File: src/rtl/wws_pkg.sv
package wws_pkg;
    localparam logic [15:0] READ_CMD_CODE = 16'h0006;

    typedef enum logic [2:0] {
        ENG_IDLE,
        ENG_RD_LO,
        ENG_RD_HI,
        ENG_CAPTURE,
        ENG_SEND
    } eng_state_e;
endpackage

File: src/rtl/wws_cmd_parse.sv
module wws_cmd_parse
    import wws_pkg::*;
(
    input  logic        clk,
    input  logic        rst_n,
    input  logic        take,
    input  logic [15:0] word,
    output logic        req_valid,
    output logic [31:0] req_addr,
    output logic [31:0] req_cnt
);
    typedef struct packed {
        logic [2:0]  slot;
        logic [15:0] addr_hi;
        logic [15:0] addr_lo;
        logic [15:0] cnt_hi;
        logic        req;
        logic [31:0] addr;
        logic [31:0] cnt;
    } parse_t;

    parse_t pr_d, pr_q;

    always_comb begin
        pr_d     = pr_q;
        pr_d.req = 1'b0;
        if (take) begin
            case (pr_q.slot)
                3'd0: if (word == READ_CMD_CODE) pr_d.slot = 3'd1;
                3'd1: begin pr_d.addr_hi = word; pr_d.slot = 3'd2; end
                3'd2: begin pr_d.addr_lo = word; pr_d.slot = 3'd3; end
                3'd3: begin pr_d.cnt_hi  = word; pr_d.slot = 3'd4; end
                3'd4: begin
                    pr_d.req  = 1'b1;
                    pr_d.addr = {pr_q.addr_hi, pr_q.addr_lo};
                    pr_d.cnt  = {pr_q.cnt_hi, word};
                    pr_d.slot = 3'd0;
                end
                default: pr_d.slot = 3'd0;
            endcase
        end
    end

    always_ff @(posedge clk or negedge rst_n) begin
        if (!rst_n) pr_q <= '0;
        else        pr_q <= pr_d;
    end

    assign req_valid = pr_q.req;
    assign req_addr  = pr_q.addr;
    assign req_cnt   = pr_q.cnt;
endmodule

File: src/rtl/wws_fetch_pack.sv
module wws_fetch_pack
    import wws_pkg::*;
#(
    parameter int ADDR_W = 18,
    parameter int WORD_W = 36
) (
    input  logic              clk,
    input  logic              rst_n,
    input  logic              req_valid,
    input  logic [31:0]       req_addr,
    input  logic [31:0]       req_cnt,
    output logic              idle,
    output logic              mem_rd_en,
    output logic [ADDR_W-1:0] mem_addr,
    input  logic [WORD_W-1:0] mem_rd_data,
    output logic              out_valid,
    input  logic              out_ready,
    output logic [7:0]        out_byte,
    output logic              out_last,
    output logic              err_pulse
);
    localparam int UNIT_W  = 2 * WORD_W;
    localparam int N_BYTES = UNIT_W / 8;
    localparam int IDX_W   = $clog2(N_BYTES);
    localparam logic [IDX_W-1:0] LAST_IDX = IDX_W'(N_BYTES - 1);

    typedef struct packed {
        eng_state_e        st;
        logic [ADDR_W-1:0] addr;
        logic [30:0]       pairs;
        logic [UNIT_W-1:0] unit;
        logic [IDX_W-1:0]  idx;
        logic              err;
    } eng_t;

    eng_t en_d, en_q;

    logic [31-ADDR_W:0] unused_addr_hi;
    assign unused_addr_hi = req_addr[31:ADDR_W];

    always_comb begin
        en_d     = en_q;
        en_d.err = 1'b0;
        case (en_q.st)
            ENG_IDLE: begin
                if (req_valid) begin
                    if (req_cnt[0]) begin
                        en_d.err = 1'b1;
                    end else if (req_cnt != 32'd0) begin
                        en_d.pairs = req_cnt[31:1];
                        en_d.addr  = req_addr[ADDR_W-1:0];
                        en_d.st    = ENG_RD_LO;
                    end
                end
            end
            ENG_RD_LO: en_d.st = ENG_RD_HI;
            ENG_RD_HI: begin
                en_d.unit[WORD_W-1:0] = mem_rd_data;
                en_d.st               = ENG_CAPTURE;
            end
            ENG_CAPTURE: begin
                en_d.unit[UNIT_W-1:WORD_W] = mem_rd_data;
                en_d.idx                   = '0;
                en_d.st                    = ENG_SEND;
            end
            ENG_SEND: begin
                if (out_ready) begin
                    if (en_q.idx == LAST_IDX) begin
                        en_d.pairs = en_q.pairs - 31'd1;
                        en_d.addr  = en_q.addr + ADDR_W'(2);
                        en_d.st    = (en_q.pairs == 31'd1) ? ENG_IDLE : ENG_RD_LO;
                    end else begin
                        en_d.idx = en_q.idx + IDX_W'(1);
                    end
                end
            end
            default: en_d.st = ENG_IDLE;
        endcase
    end

    always_ff @(posedge clk or negedge rst_n) begin
        if (!rst_n) en_q <= '0;
        else        en_q <= en_d;
    end

    assign idle      = (en_q.st == ENG_IDLE);
    assign mem_rd_en = (en_q.st == ENG_RD_LO) || (en_q.st == ENG_RD_HI);
    assign mem_addr  = (en_q.st == ENG_RD_HI) ? en_q.addr + ADDR_W'(1) : en_q.addr;
    assign out_valid = (en_q.st == ENG_SEND);
    assign out_byte  = en_q.unit[{en_q.idx, 3'b000} +: 8];
    assign out_last  = out_valid && (en_q.idx == LAST_IDX) && (en_q.pairs == 31'd1);
    assign err_pulse = en_q.err;
endmodule

File: src/rtl/wide_word_read_streamer.sv
module wide_word_read_streamer #(
    parameter int ADDR_W = 18,
    parameter int WORD_W = 36
) (
    input  logic              clk,
    input  logic              rst_n,
    input  logic              cmd_valid,
    output logic              cmd_ready,
    input  logic [15:0]       cmd_word,
    output logic              mem_rd_en,
    output logic [ADDR_W-1:0] mem_addr,
    input  logic [WORD_W-1:0] mem_rd_data,
    output logic              out_valid,
    input  logic              out_ready,
    output logic [7:0]        out_byte,
    output logic              out_last,
    output logic              err_pulse
);
    logic        req_valid;
    logic [31:0] req_addr;
    logic [31:0] req_cnt;
    logic        eng_idle;

    assign cmd_ready = eng_idle && !req_valid;

    wws_cmd_parse u_parse (
        .clk       (clk),
        .rst_n     (rst_n),
        .take      (cmd_valid && cmd_ready),
        .word      (cmd_word),
        .req_valid (req_valid),
        .req_addr  (req_addr),
        .req_cnt   (req_cnt)
    );

    wws_fetch_pack #(.ADDR_W(ADDR_W), .WORD_W(WORD_W)) u_eng (
        .clk         (clk),
        .rst_n       (rst_n),
        .req_valid   (req_valid),
        .req_addr    (req_addr),
        .req_cnt     (req_cnt),
        .idle        (eng_idle),
        .mem_rd_en   (mem_rd_en),
        .mem_addr    (mem_addr),
        .mem_rd_data (mem_rd_data),
        .out_valid   (out_valid),
        .out_ready   (out_ready),
        .out_byte    (out_byte),
        .out_last    (out_last),
        .err_pulse   (err_pulse)
    );
endmodule

File: config.mk
export PLATFORM = sky130hd
export DESIGN_NAME = wide_word_read_streamer
export DESIGN_NICKNAME = d
export VERILOG_FILES = /design/src/rtl/wws_pkg.sv /design/src/rtl/wws_cmd_parse.sv /design/src/rtl/wws_fetch_pack.sv /design/src/rtl/wide_word_read_streamer.sv
export SDC_FILE = /design/constraint.sdc
export NUM_CORES = 1
export LEC_CHECK = 0
export ABC_CLOCK_PERIOD_IN_PS = 3500
export BUFFER_PORTS_ARGS = -buffer_cell sky130_fd_sc_hd__clkbuf_2
export CORE_ASPECT_RATIO = 2
export CORE_MARGIN = 2
export CORE_UTILIZATION = 45
export CTS_CLUSTER_SIZE = 16
export DETAILED_ROUTE_END_ITERATION = 12
export HOLD_SLACK_MARGIN = 0.03
export SLEW_MARGIN = 10
export SYNTH_ARGS = -nofsm -noshare
export SYNTH_HDL_FRONTEND = slang
export SYNTH_HIERARCHICAL = 1
export SYNTH_SLANG_ARGS = --single-unit
File: constraint.sdc
create_clock -name clk -period 3.5 [get_ports clk]
set_input_delay 0.525 -clock clk [delete_from_list [all_inputs] [get_ports clk]]
set_output_delay 0.525 -clock clk [all_outputs]
set_load 0.01 [all_outputs]
==> results.yml, run 1 <==
outcome:
  outcome: "finished clean"
floorplanning:
  dieWidth_um: 114
  dieArea_um2: 25700
  coreArea_um2: 23900
  rows: 80
  ios: 87
  die_y_um: 225
  start_util_pct: 45.9
sta:
  tightestPinTransition_ns: 0.882
  setup_viol: 0
  skew_ns: 0.0178
  drv_slew: 0
  timing.final.hold_violations: 0
  slew_headroom_pct: 41.2
  fmax_ghz: 0.294
  fin_crit_ns: 3.40
  setup_slack_ns: 0.104
  setup_tns_ns: 0
  fin_crit_sh_pct: 97.0
  rsz0062_at_grt: "false"
clocking:
  cts_tree: "done"
  cts_resized: 1
  htree_levels: 1
  cts_root_buf: "clkbuf_16"
  insertion_delay_ns: 0.52
  cts_hold_buffers: 0
  post_cts_buffers: 0
  clock_sinks: 217
  clkTransAtPathRegs_ns: 0.06
  cts-buffers-inserted: 20
  clk_path_buf_depth: 3
global_routing:
  overflow: 0
  grt_max_degree: 109
  grt_antenna_before_repair: 0
  grt_pass1_wl_um: 42600
  grt_use_total_pct: 21.3
  grt_pass1_vias: 7625
cells_and_area:
  utilization_pct: 49.8
  fin_nets: 1076
  drive_above_1_share_pct: 28.9
  fillers: 2147
  insertedDiodeCount: 0
  area_delta_synth_final_pct: 8.59
  final_cells: 1314
placement:
  place_congestion: 0.833
  place_hpwl_um: 18800
  dp_cells: 1279
  post-place-ws_ns: 0.540
  portBuffers: 86
synthesis:
  synth_area_um2: 11000
  synth.avg_cell_area_um2: 11.0
  synth_warnings: 6
  syn-num-nets: 1062
  synthesis.instances: 1000
drt:
  drt-vias-per-instance: 5.70
  vias: 7492
  drt_iter0_markers: 334
  drt_pass1_iterations: 5
  post_drt_wl_per_cell_um: 20.2
  drc_errors: 0
  drtAntennaViolNets: 0
  routed_wl_um: 26500
setup_path:
  worstPathCellList: "or4_4, or4_1, nor4_2, and3_1, clkbuf_2"
  critPathLaunch: "u_eng/en_q[93]"
  cp_max_fo: 6
  worstSetupEndpointType: "output pin"
  crit_path_start_kind: "flop"
  required_ns: 2.97
  cpPeakStageDelay_ns: 0.61
  cp_slowest_cell: "or4_1"
  reg2reg_from: "u_eng/en_q[77]"
  criticalPathCategory: "flop to output pin"
  worstPathArrival_ns: 2.87
pwr:
  vdd_drop_max_mv: 0.522
  power_density_nw_per_um2: 786
  total_power_w: 0.00938
  p_leak_nw: 5.36
hold_path:
  hold_path.class: "input pin to asynchronous set/reset pin"
job:
  maxCapViolations: 0
-- critical path: cells and delay by family, from the launching register on --
family	cells	cell delay, ns
AND/OR/NAND/NOR	4	1.81
flip-flops	1	0.42
buffers and inverters	1	0.14
-- state kept, by name, summed over array words and instances, names as in the netlist --
name,cells
u_eng/en_q,128
u_eng/err_pulse,1
u_parse/pr_q,37
u_parse/req_cnt,32
u_parse/req_addr,18
u_parse/req_valid,1
-- area by class of cell --
type	count	area, um^2	share of cell area (%)
Sequential cell	217	5430	45.5
Multi-Input combinational cell	658	4820	40.4
Timing Repair Buffer	107	636	5.33
Clock buffer	29	574	4.82
Tap cell	287	359	3.01
Clock inverter	6	68.8	0.577
Inverter	10	37.5	0.315
-- metal layers --
| metal | vias to the layer above | track usage, % | share of wire (%) |
|---|---|---|---|
| met3 | 53 | 2.47 | 3.4 |
| met4 | 0 | 9.68 | 4.5 |
| met5 | - | 0 | 0 |
| met1 | 3755 | 24.5 | 38 |
| li1 | 3522 | - | - |
| met2 | 162 | 38.7 | 54 |
-- through the flow --
stage                     area [um^2]  hold slack (ns)
after global placement          11300            0.452
after global routing            11900            0.138
after floorplan                 11000            0.229
final                           11900           0.0393
after detailed placement        11300            0.460
after CTS                       11900            0.106
-- path summary, 6_finish.rpt --
path	slack [ns]	depth (start not counted)	endpoint
worst max register to register	0.81	8	u_eng/en_q[89]
worst min-delay path	0.04	1	u_eng/en_q[13]
worst min register to register	0.47	2	u_eng/en_q[57]
max in group asynchronous	2.62	2	u_eng/en_q[89]
worst max-delay path	0.10	5	out_last
min in group clk	0.21	3	u_eng/en_q[64]
-- power breakdown --
part	internal [W]	switching, W	leakage, nW	total, W
Clock	0.00122	0.000980	0.314	0.00220
Sequential	0.00343	0.000709	2.75	0.00414
Combinational	0.00155	0.00149	2.29	0.00304
Total	0.00620	0.00318	5.36	0.00938
-- cell usage in the layout (no fill, tap or decap), drive strengths merged, types with 19 or more instances in the layout --
| cell | n |
|---|---|
| a21oi | 43 |
| buf | 22 |
| clkbuf | 114 |
| dfrtp | 217 |
| mux2 | 122 |
| nand2 | 164 |
| nand3 | 25 |
| nor2 | 46 |
| nor4 | 19 |
| o21ai | 63 |
No activity file was read; power rests on OpenSTA's default activity.
==> inputs of run 2 (changes only) <==
--- a/config.mk
+++ b/config.mk
@@ -13,6 +13,7 @@
 export CTS_CLUSTER_SIZE = 16
 export DETAILED_ROUTE_END_ITERATION = 12
 export HOLD_SLACK_MARGIN = 0.03
+export REMOVE_ABC_BUFFERS = 1
 export SLEW_MARGIN = 10
 export SYNTH_ARGS = -nofsm -noshare
 export SYNTH_HDL_FRONTEND = slang
==> run 2 against run 1 <==
  * Final cell count rose by 0.38%
  * Wire length shrank 2.5%
  * Worst hold slack improved by 0.20 ns
  * Sequential power hardly changed
  * Register-to-register slack gained 0.12 ns
  * Largest cell class unchanged
  * Largest power group unchanged
==> results.yml, run 2 (same netlist as run 1, synthesis figures left out) <==
sta:
  rsz0062_at_grt: "false"
  skew_ns: 0.0125
  setup_viol: 0
  drv_slew: 0
  fmax_ghz: 0.307
  tightestPinTransition_ns: 0.881
  timing.final.hold_violations: 0
  fin_crit_sh_pct: 93.2
  setup_tns_ns: 0
  fin_crit_ns: 3.26
  slew_headroom_pct: 41.1
  fin_hold_ws_ns: 0.237
clocking:
  cts_tree: "done"
  cts-buffers-inserted: 21
  clkTransAtPathRegs_ns: 0.06
  htree_levels: 1
  clk_path_buf_depth: 3
  insertion_delay_ns: 0.50
  cts_root_buf: "clkbuf_16"
  clock_sinks: 217
floorplanning:
  dieWidth_um: 114
  coreArea_um2: 23900
  rows: 80
  dieArea_um2: 25700
  start_util_pct: 45.9
  ios: 87
  die_y_um: 225
global_routing:
  grt_antenna_before_repair: 0
  grt_max_degree: 80
  overflow: 0
  grt_pass1_vias: 7591
  grt_use_total_pct: 20.5
  grt_pass1_wl_um: 41400
placement:
  place_hpwl_um: 18200
  place_congestion: 0.820
  dp_cells: 1281
  portBuffers: 86
cells_and_area:
  mostFrequentLayoutCell: "dfrtp_1"
  largest-register: "u_eng/en_q"
  final_cells: 1319
  final_cell_mix: "dfrtp_1 (217), nand2_1 (163), mux2_2 (86)"
  drive_above_1_share_pct: 29.1
  area_delta_synth_final_pct: 9.17
  fin_nets: 1080
  insertedDiodeCount: 0
  largest_reg_flops: 128
setup_path:
  required_ns: 2.97
  cp_slowest_cell: "or4_4"
  path_buf_inv: 1
  worstReg2RegEnd: "u_parse/req_cnt[1]"
  worstPathArrival_ns: 2.74
  cpPeakStageDelay_ns: 0.56
  cp_max_fo: 4
  worstPathCellList: "or4_4, or4b_4, nor4_2, and3_1, clkbuf_2"
  critical_path.top_delay_family: "simple AND/OR/NAND/NOR gates"
  ff2ff_setup_slack_ns: 0.93
  ff2ff_path_depth: 6
  crit_path_start_kind: "flop"
  criticalPathCategory: "flop to output pin"
  reg2reg_from: "u_eng/en_q[128]"
  worstSetupEndpointType: "output pin"
outcome:
  outcome: "finished clean"
pwr:
  vdd_drop_max_mv: 0.398
  p_leak_nw: 5.39
  power_density_nw_per_um2: 788
drt:
  routed_wl_um: 25800
  drt_iter0_markers: 528
  vias: 7465
  drt-vias-per-instance: 5.66
  post_drt_wl_per_cell_um: 19.6
  drtAntennaViolNets: 0
  drc_errors: 0
  drt_pass1_iterations: 5
hold_path:
  hold_depth: 3
  hp-start: "mem_rd_data[34]"
  min_to: "u_eng/en_q[75]"
  hold_path.class: "input pin to flop"
job:
  maxCapViolations: 0
## run 2: layout make-up
class | instances | area (um^2)
timing repair buffer | 110 | 648
inverter | 10 | 37.5
tap | 287 | 359
sequential | 217 | 5430
clock buffer | 32 | 617
clock inverter | 5 | 77.6
fill | 2165 | 11900
multi-input combinational | 658 | 4820
## run 2: per-stage QoR
| stage | instance area, um^2 | total power (W) | setup slack (ns) | util [%] |
|---|---|---|---|---|
| final | 12000 | 0.00945 | 0.238 | 50.1 |
| after CTS | 12000 | 0.00956 | 0.0519 | 50.1 |
| after global routing | 12000 | 0.0101 | 0.0734 | 50.1 |
| after global placement | 11300 | 0.00712 | 0.681 | 47.1 |
| after detailed placement | 11300 | 0.00722 | 0.607 | 47.1 |
| after floorplan | 10200 | 0.00617 | -1.17 | - |
## run 2: tightest hold or removal path: cells and delay by family
kind | cells | cell delay [ns]
buf+inv | 1 | 0.09
simple gates | 2 | 0.09
## run 2: what timing repair did
item,4_1_cts,5_1_grt
resized for setup,0,2
buffers inserted,0,0
hold buffers,1,0
endpoints found under the hold margin,12,0
setup endpoints to repair,0,1
## run 2: power breakdown
part / switching (W) / leakage [nW] / internal [W]
clock: 0.000945 / 0.338 / 0.00136
combinational: 0.00148 / 2.30 / 0.00155
sequential: 0.000688 / 2.75 / 0.00343
## run 2: worst max path at each step
stage                         start               to  slack, ns  cells past startpoint
global placement    u_eng/en_q[101]         out_last       0.68                      6
detailed placement   u_eng/en_q[99]         out_last       0.61                      6
CTS                  u_eng/en_q[99]         out_last       0.05                      6
finish               u_eng/en_q[89]         out_last       0.24                      5
global route        u_eng/en_q[127]     mem_addr[11]       0.07                      6
floorplan             u_eng/en_q[1]  u_eng/en_q[105]      -1.17                      8
## run 2: metal layers
metal / GRT usage (%) / routed length, um
met3: 1.78 / 754
met5: 0 / 0
met1: 23.9 / 10100
met2: 38.7 / 14300
met4: 6.81 / 675
